### config.mk
export PLATFORM = sky130hd
export DESIGN_NAME = vp_run_ctrl
export DESIGN_NICKNAME = d
export VERILOG_FILES = /design/src/rtl/vp_ctrl_pkg.sv /design/src/rtl/vp_addr_dec.sv /design/src/rtl/vp_slice.sv /design/src/rtl/vp_run_ctrl.sv
export SDC_FILE = /design/constraint.sdc
export NUM_CORES = 1
export LEC_CHECK = 0
export ABC_AREA = 1
export BUFFER_PORTS_ARGS = -buffer_cell sky130_fd_sc_hd__buf_2
export CORE_MARGIN = 4
export CORE_UTILIZATION = 29
export DETAILED_ROUTE_END_ITERATION = 10
export GPL_TIMING_DRIVEN = 0
export MAX_ROUTING_LAYER = met4
export PLACE_DENSITY = 0.86
export SKIP_LAST_GASP = 1
export SLEW_MARGIN = 20
export SYNTH_ARGS = -nofsm -noshare
export SYNTH_HDL_FRONTEND = slang
export SYNTH_SLANG_ARGS = --single-unit
### constraint.sdc
create_clock -name clk -period 2.3 [get_ports clk]
set_input_delay 0.46 -clock clk [delete_from_list [all_inputs] [get_ports clk]]
set_output_delay 0.46 -clock clk [all_outputs]
set_load 0.1 [all_outputs]
### src/rtl/vp_ctrl_pkg.sv
package vp_ctrl_pkg;
   typedef enum logic [2:0] {
      ACC_NONE = 3'd0,
      ACC_RUN  = 3'd1,
      ACC_STOP = 3'd2,
      ACC_STAT = 3'd3,
      ACC_BAD  = 3'd4
   } acc_kind_e;

   localparam int unsigned NUM_WIN = 2;
endpackage

### src/rtl/vp_addr_dec.sv
module vp_addr_dec
   import vp_ctrl_pkg::*;
#(
   parameter int unsigned           ADDR_W   = 16,
   parameter logic [ADDR_W-1:0]     BASE_LOC = 16'h0100,
   parameter logic [ADDR_W-1:0]     BASE_OTH = 16'h0200,
   parameter logic [ADDR_W-1:0]     OFS_RUN  = 16'h0008,
   parameter logic [ADDR_W-1:0]     OFS_STOP = 16'h0010,
   parameter logic [ADDR_W-1:0]     OFS_STAT = 16'h0018
) (
   input  logic              valid,
   input  logic              write,
   input  logic [ADDR_W-1:0] addr,
   output acc_kind_e         kind
);
   logic [NUM_WIN-1:0] hit_run, hit_stop, hit_stat;

   // one identical decoder slice per aliased window
   for (genvar w = 0; w < NUM_WIN; w++) begin : g_win
      localparam logic [ADDR_W-1:0] BASE = (w == 0) ? BASE_LOC : BASE_OTH;
      localparam logic [ADDR_W-1:0] A_RUN  = BASE + OFS_RUN;
      localparam logic [ADDR_W-1:0] A_STOP = BASE + OFS_STOP;
      localparam logic [ADDR_W-1:0] A_STAT = BASE + OFS_STAT;
      assign hit_run[w]  = (addr == A_RUN);
      assign hit_stop[w] = (addr == A_STOP);
      assign hit_stat[w] = (addr == A_STAT);
   end

   always_comb begin
      kind = ACC_NONE;
      if (valid) begin
         if (write) begin
            if (|hit_run)       kind = ACC_RUN;
            else if (|hit_stop) kind = ACC_STOP;
            else                kind = ACC_BAD;
         end else begin
            if (|hit_stat)      kind = ACC_STAT;
            else                kind = ACC_BAD;
         end
      end
   end
endmodule

### src/rtl/vp_slice.sv
module vp_slice (
   input  logic clk,
   input  logic rst_n,
   input  logic start_req,
   input  logic stop_req,
   output logic running,
   output logic rst_pulse
);
   logic launch, retire;

   // a start only touches a VP that is idle and not already launching
   assign launch = start_req & ~running & ~rst_pulse;
   // a stop only touches a VP that is running
   assign retire = stop_req & running;

   always_ff @(posedge clk) begin
      if (!rst_n) begin
         running   <= 1'b0;
         rst_pulse <= 1'b0;
      end else begin
         rst_pulse <= launch;
         if (rst_pulse)   running <= 1'b1;
         else if (retire) running <= 1'b0;
      end
   end
endmodule

### src/rtl/vp_run_ctrl.sv
module vp_run_ctrl
   import vp_ctrl_pkg::*;
#(
   parameter int unsigned       NUM_VP     = 1,
   parameter logic [63:0]       START_MASK = 64'h1,
   parameter int unsigned       DATA_W     = 64,
   parameter int unsigned       ADDR_W     = 16,
   parameter logic [ADDR_W-1:0] BASE_LOC   = 16'h0100,
   parameter logic [ADDR_W-1:0] BASE_OTH   = 16'h0200,
   parameter logic [ADDR_W-1:0] OFS_RUN    = 16'h0008,
   parameter logic [ADDR_W-1:0] OFS_STOP   = 16'h0010,
   parameter logic [ADDR_W-1:0] OFS_STAT   = 16'h0018
) (
   input  logic              clk,
   input  logic              rst_n,
   input  logic              req_valid,
   input  logic              req_write,
   input  logic [ADDR_W-1:0] req_addr,
   input  logic [DATA_W-1:0] req_wdata,
   output logic              rd_valid,
   output logic [DATA_W-1:0] rd_data,
   output logic              bad_access,
   output logic              cfg_err,
   output logic [NUM_VP-1:0] vp_reset,
   output logic [NUM_VP-1:0] vp_halt
);
   localparam logic CFG_BAD = (START_MASK >> NUM_VP) != 64'd0;
   localparam logic [NUM_VP-1:0] BOOT_VEC = START_MASK[NUM_VP-1:0];

   if (NUM_VP < 1 || NUM_VP > DATA_W || DATA_W > 64) begin : g_bad_width
      $error("vp_run_ctrl: NUM_VP must be 1..DATA_W and DATA_W at most 64");
   end
   if (BASE_LOC == BASE_OTH) begin : g_bad_win
      $error("vp_run_ctrl: the two register windows must differ");
   end

   assign cfg_err = CFG_BAD;

   acc_kind_e          kind;
   logic               boot_q;
   logic [NUM_VP-1:0]  wr_vec, start_vec, stop_vec, running;

   vp_addr_dec #(
      .ADDR_W(ADDR_W), .BASE_LOC(BASE_LOC), .BASE_OTH(BASE_OTH),
      .OFS_RUN(OFS_RUN), .OFS_STOP(OFS_STOP), .OFS_STAT(OFS_STAT)
   ) u_dec (
      .valid(req_valid), .write(req_write), .addr(req_addr), .kind(kind)
   );

   // start-up: the cycle after reset release behaves as a start write
   always_ff @(posedge clk) begin
      if (!rst_n) boot_q <= 1'b1;
      else        boot_q <= 1'b0;
   end

   assign wr_vec    = req_wdata[NUM_VP-1:0];
   assign start_vec = ((kind == ACC_RUN) ? wr_vec : '0) | (boot_q ? BOOT_VEC : '0);
   assign stop_vec  = (kind == ACC_STOP) ? wr_vec : '0;

   if (NUM_VP < DATA_W) begin : g_hi
      logic unused_hi;
      assign unused_hi = ^req_wdata[DATA_W-1:NUM_VP];
   end

   for (genvar i = 0; i < NUM_VP; i++) begin : g_vp
      vp_slice u_slice (
         .clk(clk), .rst_n(rst_n),
         .start_req(start_vec[i]), .stop_req(stop_vec[i]),
         .running(running[i]), .rst_pulse(vp_reset[i])
      );
      assign vp_halt[i] = ~running[i];
   end

   // registered read / error response
   logic [DATA_W-1:0] stat_word;
   always_comb begin
      stat_word = '0;
      stat_word[NUM_VP-1:0] = running;
   end

   always_ff @(posedge clk) begin
      if (!rst_n) begin
         rd_valid   <= 1'b0;
         rd_data    <= '0;
         bad_access <= 1'b0;
      end else begin
         rd_valid   <= req_valid & ~req_write;
         rd_data    <= (kind == ACC_STAT) ? stat_word : '0;
         bad_access <= (kind == ACC_BAD);
      end
   end
endmodule

== Word-level counts from Yosys, hierarchy flattened ==
Index checks and enable logic that the tools add are counted.

* Equal/unequal tests: 10
* Muxes and demuxes: 11
* Bitwise operators: 8
* Reduce and logical (&&, ||, !) cells: 5

{| class="wikitable"
|+ Operator list
! cell !! count
|-
| 16-bit by 10-bit == test with 1-bit output (second input constant) || 3
|-
| 16-bit by 9-bit == test with 1-bit output (second input constant) || 3
|-
| 3-bit 2-to-1 mux || 5
|-
| 3-bit by 2-bit == test with 1-bit output (second input constant) || 2
|-
| 1-bit 2-to-1 mux || 6
|-
| 2-bit OR reduction || 3
|-
| 1-bit bitwise AND || 4
|-
| 3-bit by 1-bit == test with 1-bit output (second input constant) || 1
|-
| 3-bit == test (second input constant) || 1
|-
| 1-bit NOT || 3
|-
| 2-bit AND reduction || 1
|-
| 2-bit nonzero test || 1
|-
| 1-bit OR || 1
|}

* Register bits: 69
* Logic and storage cells: 41

== Depth between registers and ports, before layout ==
Gate-level depths: netlist (run 1).

* Word-level depth: 11
* Mapped depth: 10
* Gate-level depth less buffers: 10

== By module ==
From an unflattened synthesis (run 1), not the netlist that was laid out.

* Cell total of the unflattened synthesis: 131
* Area total of the unflattened synthesis: 887.1 um^2

{| class="wikitable"
|+ Modules (own cells, without submodules)
! module !! instances !! cells each !! area an instance (um^2)
|-
| vp_run_ctrl || 1 || 88 || 639.4
|-
| vp_addr_dec || 1 || 34 || 170.2
|-
| vp_slice || 1 || 9 || 77.6
|}

== Worst setup path after synthesis (run 1) ==
OpenSTA, ideal clock, no wires.

* Path type: register to output
* From: reg g_vp[0].u_slice.rst_pulse
* To: out vp_reset
* Arrival: 0.934 ns
* Required time: 1.840 ns
* Path slack: 0.906 ns
* Stages on the path, launching flop included: 1
* Cell sequence: dfxtp_1

{| class="wikitable"
|+ RTL lines
! item !! RTL line !! RTL
|-
| start: declaration || vp_slice.sv:7 || <nowiki>output logic rst_pulse</nowiki>
|-
| start signal: assignment || vp_slice.sv:21 || <nowiki>rst_pulse <= launch;</nowiki>
|-
| end: declaration || vp_run_ctrl.sv:24 || <nowiki>output logic [NUM_VP-1:0] vp_reset,</nowiki>
|}

No word-level cell between the ends.

== Worst setup path in the final report (run 1) ==
* From: reg g_vp[0].u_slice.running
* To: out vp_halt

* Longest elaborated chain between the ends: 1

{| class="wikitable"
|+ RTL lines
! item !! RTL line !! RTL
|-
| start: declaration || vp_slice.sv:6 || <nowiki>output logic running,</nowiki>
|-
| start signal: assignment || vp_slice.sv:18 || <nowiki>running <= 1'b0;</nowiki>
|-
| start signal: assignment || vp_slice.sv:22 || <nowiki>if (rst_pulse) running <= 1'b1;</nowiki>
|-
| start signal: assignment || vp_slice.sv:23 || <nowiki>else if (retire) running <= 1'b0;</nowiki>
|-
| 1-bit NOT || vp_run_ctrl.sv:71 || <nowiki>assign vp_halt[i] = ~running[i];</nowiki>
|-
| end: declaration || vp_run_ctrl.sv:25 || <nowiki>output logic [NUM_VP-1:0] vp_halt</nowiki>
|}

No other way between the ends.

==> results.tsv, run 1 <==
stage	metric	value	unit
critical_path	critical-path cell list	inv_1 > buf_2	
yosys	synthesized flop and latch total	6	
placement	number of I/O port buffers	25	
yosys	Async SR Flop Fraction	0	%
clocking	clock sink count	6	
sta	fin crit period	1.50	ns
drt	wire per inst	7.01	um
die	Ports	153	
clocking	post-cts resize count	0	
die	core box area	2810	um^2
sta	endpoints failing hold	0	
yosys	cell taking the most area after synthesis	buf_4	
yosys	Synth Flop Type	dfxtp_1	
yosys	Yosys warnings	0	
yosys	post-synth top area share	55.2	%
die	FP Rows	19	
critical_path	crit path buf inv count	2	
yosys	Mapped Cells	127	
critical_path	CP Launch Point	g_vp[0].u_slice.running	
placement	post-place setup slack	0.745	ns
die	initial core utilization	31.0	%
placement	dpl hpwl	1690	um
sta	Max Slew Vio Count	0	
critical_path	Critical R2R Launch	g_vp[0].u_slice.rst_pulse	
clocking	H-tree depth	1	
critical_path	crit path max fanout	3	
sta	Clock Skew	0.000233	ns
drt	drt pass-1 iters	4	
die	die width	62.8	um
sta	fmax	665	MHz
global_routing	initial antenna violation count	0	
final_layout	Final Cell Area	1290	um^2
sta	unrepaired setup endpoints after global routing	false	
global_routing	gr ovfl total	0	
placement	placed instance count	246	
sta	TNS Setup	0	ns
critical_path	Worst Setup End Kind	output port	
power_and_ir_drop	Tot Pwr	831	uW
global_routing	vias in the first global route	724	
critical_path	crit start category	flip-flop	
drt	Initial DRC Count	16	
critical_path	slowest stage delay, CP	0.41	ns
global_routing	first-pass GRT wire length	2790	um
yosys	Mapped Avg Cell Area	6.86	um^2
drt	drt drc	0	
placement	GPL Wtd Cong	0.751	
clocking	CTS Hold Bufs	0	
final_layout	# diodes	0	
final_layout	nets@finish	304	
critical_path	CP max stage cell	buf_2	
sta	fin crit share	65.4	%
placement	DP Area	1270	um^2
power_and_ir_drop	VDD IR max	246	uV
hold_path	worst hold path type	flip-flop to flip-flop	
drt	via count	804	
yosys	dominant cells by area after synthesis	buf_4 (55%), dfxtp_1 (14%), nor2_1 (6.5%)	
critical_path	Req. time, crit path	1.84	ns
outcome	status	finished clean	
sta	Final WS setup	0.796	ns
yosys	Seq/Total Area, Yosys	13.8	%
hold_path	hold_sp	boot_q	
drt	drt total wl	1750	um
die	Die Y-Extent	62.8	um
clocking	Post-CTS Setup Inserts	0	
yosys	number of synthesized flops with an enable pin	0	
power_and_ir_drop	Power Density	643	nW/um^2
critical_path	kind of critical path	flip-flop to output port	
final_layout	Finished Layout Cells	249	
clocking	CTS root buffer	clkbuf_4	
clocking	clock buffer depth	2	
sta	# setup viols final	0	
global_routing	GR Util All Layers	8.69	%
clocking	number of buffers created by CTS	3	
critical_path	CP delay by family, top	buffers and inverters	
final_layout	FILL cells	287	
critical_path	Critical Path AT	1.04	ns
flow_run	max_cap viols	0	
yosys	Mapped Area	871	um^2
yosys	Synth cell types	17	
clocking	Skew-Pair Late Insertion Delay	0.24	ns
clocking	CTS tree	built	
die	die area	3940	um^2
global_routing	pin count of the biggest net entering global routing	6	
final_layout	area grow syn2layout	48.6	%
drt	DR vias/cell	3.23	
clocking	Clock Pin Slew Worst Setup and Hold Paths	0.05	ns
yosys	count leader, synth	buf_4	
yosys	top post-synthesis cells by count	buf_4 (64), nor2_1 (15), nand2_1 (12), inv_1 (11), dfxtp_1 (6)	
drt	ANT nets after route	0	
final_layout	share of cells above drive strength 1	45.4	%
power_and_ir_drop	Leakage	0.854	nW
## flip-flops by register name (all words and copies together), names as in the netlist
name	flops
g_vp.u_slice.running	1
g_vp.u_slice.rst_pulse	1
bad_access	1
boot_q	1
rd_valid	1
rd_data	1
## worst paths after layout
check	end	slack, ns	depth (start not counted)
setup / recovery	vp_halt	0.80	2
hold / removal	g_vp[0].u_slice.rst_pulse	0.44	2
setup reg to reg	g_vp[0].u_slice.running	1.55	2
hold reg to reg	g_vp[0].u_slice.rst_pulse	0.44	2
## layout by cell type (no fill, tap or decap)
master,count
nor2_2,2
nand2_1,12
conb_1,64
dfxtp_1,6
inv_1,11
nor3_1,1
nand3_2,3
nor2_1,15
nor2_4,1
nand3_1,5
clkbuf_4,3
buf_2,25
nand3b_1,1
a21oi_2,1
o21ai_1,1
a21oi_1,1
o21a_1,1
nor4_1,1
buf_4,64
## logic make-up (layout without fill, tap and decap cells)
family	after synthesis	count (layout)	synth area share, %
buf+inv	75	103	59.9
other cells	1	64	0.431
compound gates	4	4	3.02
simple gates	41	41	22.8
flops	6	6	13.8
## metrics by stage
| step | util [%] | hold WS (ns) |
|---|---|---|
| after global routing | 46.1 | 0.462 |
| after global placement | 45.3 | 0.432 |
| after detailed placement | 45.3 | 0.439 |
| final | 46.1 | 0.444 |
| after CTS | 46.1 | 0.441 |
| after floorplan | - | 0.424 |
## final cells by class
type	instances	area, um^2	share of cell area [%]
Timing Repair Buffer	25	125	9.67
Buffer	64	480	37.1
Inverter	11	41.3	3.19
Multi-Input combinational cell	109	465	36.0
Sequential cell	6	120	9.28
Clock buffer	3	22.5	1.74
Tap cell	31	38.8	3.00
## layer usage
layer / vias to the layer above / part of all wire (%) / global-route usage (%)
met5: - / 0 / -
met2: 44 / 58 / 16.6
met1: 318 / 32 / 8.38
met3: 2 / 8.9 / 1.44
li1: 440 / - / -
met4: 0 / 0.97 / 4.13
## power breakdown
part	internal [mW]	switching, mW	total [mW]	leakage [nW]
Sequential	0.109	0.00230	0.112	0.0495
Combinational	0.0974	0.521	0.619	0.790
Clock	0.0593	0.0418	0.101	0.0138
Total	0.266	0.565	0.831	0.854
## tightest hold or removal path, stage by stage, from the launching register on
cell     delay (ns)
dfxtp_1        0.29
inv_1          0.06
a21oi_2        0.05
Power figures use the tool's default switching activity.
==> run 2: changes to the inputs <==
Settings changed: CORE_UTILIZATION 29 to 24, PLACE_DENSITY 0.86 to 0.76.
Clock period 2.3 ns to 1.36 ns, I/O delays scaled along.
==> results.tsv, run 2 (synthesis gave the netlist of run 1 again) <==
stage	metric	value	unit
critical_path	crit path buf inv count	2	
power_and_ir_drop	Internal	450	uW
critical_path	crit start category	flip-flop	
outcome	status	finished clean	
power_and_ir_drop	Power Density	1070	nW/um^2
die	Ports	153	
power_and_ir_drop	Net Sw Power	956	uW
sta	endpoints failing hold	0	
sta	unrepaired setup endpoints after global routing	false	
clocking	H-tree depth	1	
clocking	CTS tree	built	
sta	# setup viols final	0	
power_and_ir_drop	sw frac	68.0	%
global_routing	gr ovfl total	0	
global_routing	first-pass GRT wire length	2380	um
sta	fin crit share	96.2	%
clocking	Clock Pin Slew Worst Setup and Hold Paths	0.05	ns
clocking	clock buffer depth	2	
power_and_ir_drop	combinational power share	74.4	%
drt	Initial DRC Count	39	
critical_path	CP delay by family, top	buffers and inverters	
hold_path	worst hold path type	input port to flip-flop	
global_routing	GR Util All Layers	6.80	%
critical_path	CP max stage cell	buf_2	
sta	hold_ws	0.254	ns
global_routing	pin count of the biggest net entering global routing	6	
drt	ANT nets after route	0	
sta	Clock Skew	0.00139	ns
power_and_ir_drop	Tot Pwr	1.41	mW
die	core box area	3420	um^2
clocking	clock sink count	6	
drt	drt total wl	1700	um
clocking	CTS root buffer	clkbuf_4	
final_layout	nets@finish	304	
clocking	number of buffers created by CTS	3	
critical_path	Critical Path AT	1.04	ns
power_and_ir_drop	Leakage	0.854	nW
final_layout	share of cells above drive strength 1	45.4	%
critical_path	Req. time, crit path	1.09	ns
critical_path	Worst Setup End Kind	output port	
sta	fmax	764	MHz
critical_path	critical-path cell list	inv_1 > buf_2	
sta	Max Slew Vio Count	0	
sta	fin crit period	1.31	ns
die	initial core utilization	25.5	%
critical_path	kind of critical path	flip-flop to output port	
power_and_ir_drop	clock power share	12.2	%
clocking	Skew-Pair Late Insertion Delay	0.25	ns
final_layout	commonest non-fill, non-tap cells in the layout	buf_4 (64), conb_1 (64), buf_2 (25)	
clocking	Post-CTS Setup Inserts	0	
drt	drt drc	0	
placement	dpl hpwl	1620	um
sta	TNS Setup	0	ns
global_routing	initial antenna violation count	0	
drt	drt pass-1 iters	4	
global_routing	vias in the first global route	649	
die	Die Y-Extent	68.2	um
clocking	post-cts resize count	0	
clocking	CTS Hold Bufs	0	
final_layout	area grow syn2layout	50.7	%
power_and_ir_drop	VDD IR max	311	uV
final_layout	# diodes	0	
die	FP Rows	21	
die	die width	68.2	um
drt	DR vias/cell	2.95	
die	die area	4660	um^2
power_and_ir_drop	sequential power share	13.4	%
flow_run	max_cap viols	0	
placement	GPL Wtd Cong	0.820	
drt	via count	778	
drt	wire per inst	6.42	um
placement	number of I/O port buffers	25	
critical_path	slowest stage delay, CP	0.41	ns
critical_path	crit path max fanout	3	
-- run 2: power by group through the flow --
stage / combinational, mW / sequential, mW / clock (mW)
after floorplan: 0.957 / 0.226 / 0
after detailed placement: 1.04 / 0.192 / 0
after global routing: 1.08 / 0.190 / 0.180
after global placement: 1.03 / 0.192 / 0
final: 1.05 / 0.189 / 0.171
after CTS: 1.04 / 0.189 / 0.168
-- run 2: final timing paths --
check	start	to	slack, ns	cells after the start
worst min-delay path	req_write	rd_valid	0.25	2
worst min register to register	boot_q	g_vp[0].u_slice.rst_pulse	0.44	2
worst max-delay path	g_vp[0].u_slice.running	vp_halt	0.05	2
worst max register to register	g_vp[0].u_slice.rst_pulse	g_vp[0].u_slice.running	0.62	2
-- run 2: final cells by class --
cell class / count / area (um^2)
flip-flops and latches: 6 / 120
multi-input cells: 109 / 465
fillers: 369 / 2100
inverters: 11 / 41.3
clock buffers: 3 / 22.5
well taps: 46 / 57.6
repair buffers: 25 / 125
plain buffers: 64 / 480
-- run 2: metal layers --
metal  share of wire, %  GRT usage, %
met1                 35          6.93
met2                 53          11.8
met3                 11          1.81
met4                1.0          3.72
met5                  0             -
-- run 2: metrics by stage --
step                std cells  area, um^2  setup WS [ns]  utilization [%]
global route              264        1310         0.0207             38.4
detailed placement        261        1290         0.0155             37.8
global placement          261        1290         0.0180             37.8
CTS                       264        1310         0.0524             38.4
finish                    264        1310         0.0519             38.4
floorplan                 190        1110         0.0321                -
==> run 3: changes to the inputs <==
Settings changed: PLACE_DENSITY 0.76 to unset, PLACE_DENSITY_LB_ADDON set to 0.15.
==> results.tsv, run 3 (synthesis gave the netlist of run 1 again) <==
stage	metric	value	unit
placement	GPL Wtd Cong	0.732	
power_and_ir_drop	Power Density	1070	nW/um^2
flow_run	max_cap viols	0	
clocking	H-tree depth	1	
sta	hold_ws	0.250	ns
clocking	Skew-Pair Late Insertion Delay	0.25	ns
global_routing	pin count of the biggest net entering global routing	6	
placement	placed instance count	261	
die	Die Y-Extent	68.2	um
global_routing	vias in the first global route	668	
global_routing	first-pass GRT wire length	2450	um
final_layout	area grow syn2layout	51.0	%
critical_path	Critical Path AT	1.02	ns
die	die area	4660	um^2
drt	DR vias/cell	2.88	
placement	dpl hpwl	1600	um
sta	fin crit share	95.2	%
critical_path	CP Launch Point	g_vp[0].u_slice.rst_pulse	
critical_path	crit path buf inv count	1	
sta	Clock Skew	0.00460	ns
hold_path	worst hold path type	input port to flip-flop	
sta	Max Slew Vio Count	0	
sta	fmax	772	MHz
sta	endpoints failing hold	0	
drt	wire length on met2	903	um
critical_path	Worst Setup End Kind	output port	
die	Ports	153	
hold_path	hold_sp	req_write	
final_layout	Core Util, Final	38.5	%
critical_path	crit path max fanout	3	
final_layout	Finished Layout Cells	264	
critical_path	Req. time, crit path	1.09	ns
global_routing	gr ovfl total	0	
clocking	Clock Pin Slew Worst Setup and Hold Paths	0.05	ns
placement	number of I/O port buffers	25	
final_layout	nets@finish	304	
drt	wire per inst	6.38	um
die	core box area	3420	um^2
power_and_ir_drop	VDD IR max	372	uV
drt	drt drc	0	
clocking	CTS Hold Bufs	0	
drt	routed length on met1	630	um
placement	DP Area	1290	um^2
power_and_ir_drop	Leakage	0.855	nW
final_layout	Final Cell Area	1320	um^2
drt	drt pass-1 iters	2	
sta	TNS Setup	0	ns
critical_path	CP max stage cell	buf_2	
global_routing	GR Util All Layers	6.86	%
clocking	Post-CTS Setup Inserts	0	
clocking	CTS root buffer	clkbuf_4	
drt	met3 WL	141	um
drt	Initial DRC Count	21	
final_layout	# diodes	0	
sta	fin crit period	1.29	ns
critical_path	CP delay by family, top	buffers and inverters	
drt	drt total wl	1680	um
critical_path	critical-path cell list	buf_2	
die	die width	68.2	um
critical_path	kind of critical path	flip-flop to output port	
drt	highest metal used	met4	
drt	via count	761	
critical_path	slowest stage delay, CP	0.43	ns
clocking	clock buffer depth	2	
final_layout	commonest non-fill, non-tap cells in the layout	buf_4 (64), conb_1 (64), buf_2 (24)	
critical_path	Critical R2R Launch	g_vp[0].u_slice.rst_pulse	
critical_path	crit start category	flip-flop	
clocking	number of buffers created by CTS	3	
die	FP Rows	21	
outcome	status	finished clean	
die	initial core utilization	25.5	%
clocking	CTS tree	built	
drt	ANT nets after route	0	
sta	# setup viols final	0	
global_routing	initial antenna violation count	0	
clocking	clock sink count	6	
final_layout	share of cells above drive strength 1	45.4	%
sta	unrepaired setup endpoints after global routing	false	
[run 3: layout make-up]
type	instances	area (um^2)
repair buffers	25	128
multi-input cells	109	465
well taps	46	57.6
plain buffers	64	480
flip-flops and latches	6	120
fillers	390	2100
inverters	11	41.3
clock buffers	3	22.5
[run 3: power breakdown]
part	total [mW]	internal, mW	switching [mW]
combinational	1.05	0.166	0.880
sequential	0.189	0.185	0.00389
clock	0.170	0.100	0.0702
total	1.40	0.451	0.954
[run 3: worst reg2reg max path, stage by stage (launching register included)]
cell	delay, ns
dfxtp_1	0.31
nand3b_1	0.15
o21a_1	0.17
[run 3: worst paths after layout]
| kind | slack [ns] | endpoint | depth (start not counted) |
|---|---|---|---|
| min reg2reg | 0.44 | g_vp[0].u_slice.rst_pulse | 2 |
| max | 0.07 | vp_reset | 1 |
| min | 0.25 | rd_valid | 2 |
| max reg2reg | 0.62 | g_vp[0].u_slice.running | 2 |
[run 3: what timing repair did]
action                                  in CTS  in global routing
endpoints found under the setup margin       0                  1
resized for setup                            0                  1
endpoints found under the hold margin        0                  0
[run 3: routing by layer]
metal | GRT usage, % | vias to the layer above
met5 | - | -
met4 | 2.23 | 0
met3 | 1.48 | 2
met2 | 11.4 | 42
met1 | 8.18 | 275
li1 | - | 442
[run 3: per-stage QoR]
stage / power [mW] / setup slack [ns]
CTS: 1.40 / 0.0431
floorplan: 1.18 / 0.0321
global placement: 1.23 / 0.00423
finish: 1.40 / 0.0651
detailed placement: 1.23 / -0.0209
global route: 1.46 / 0.0338
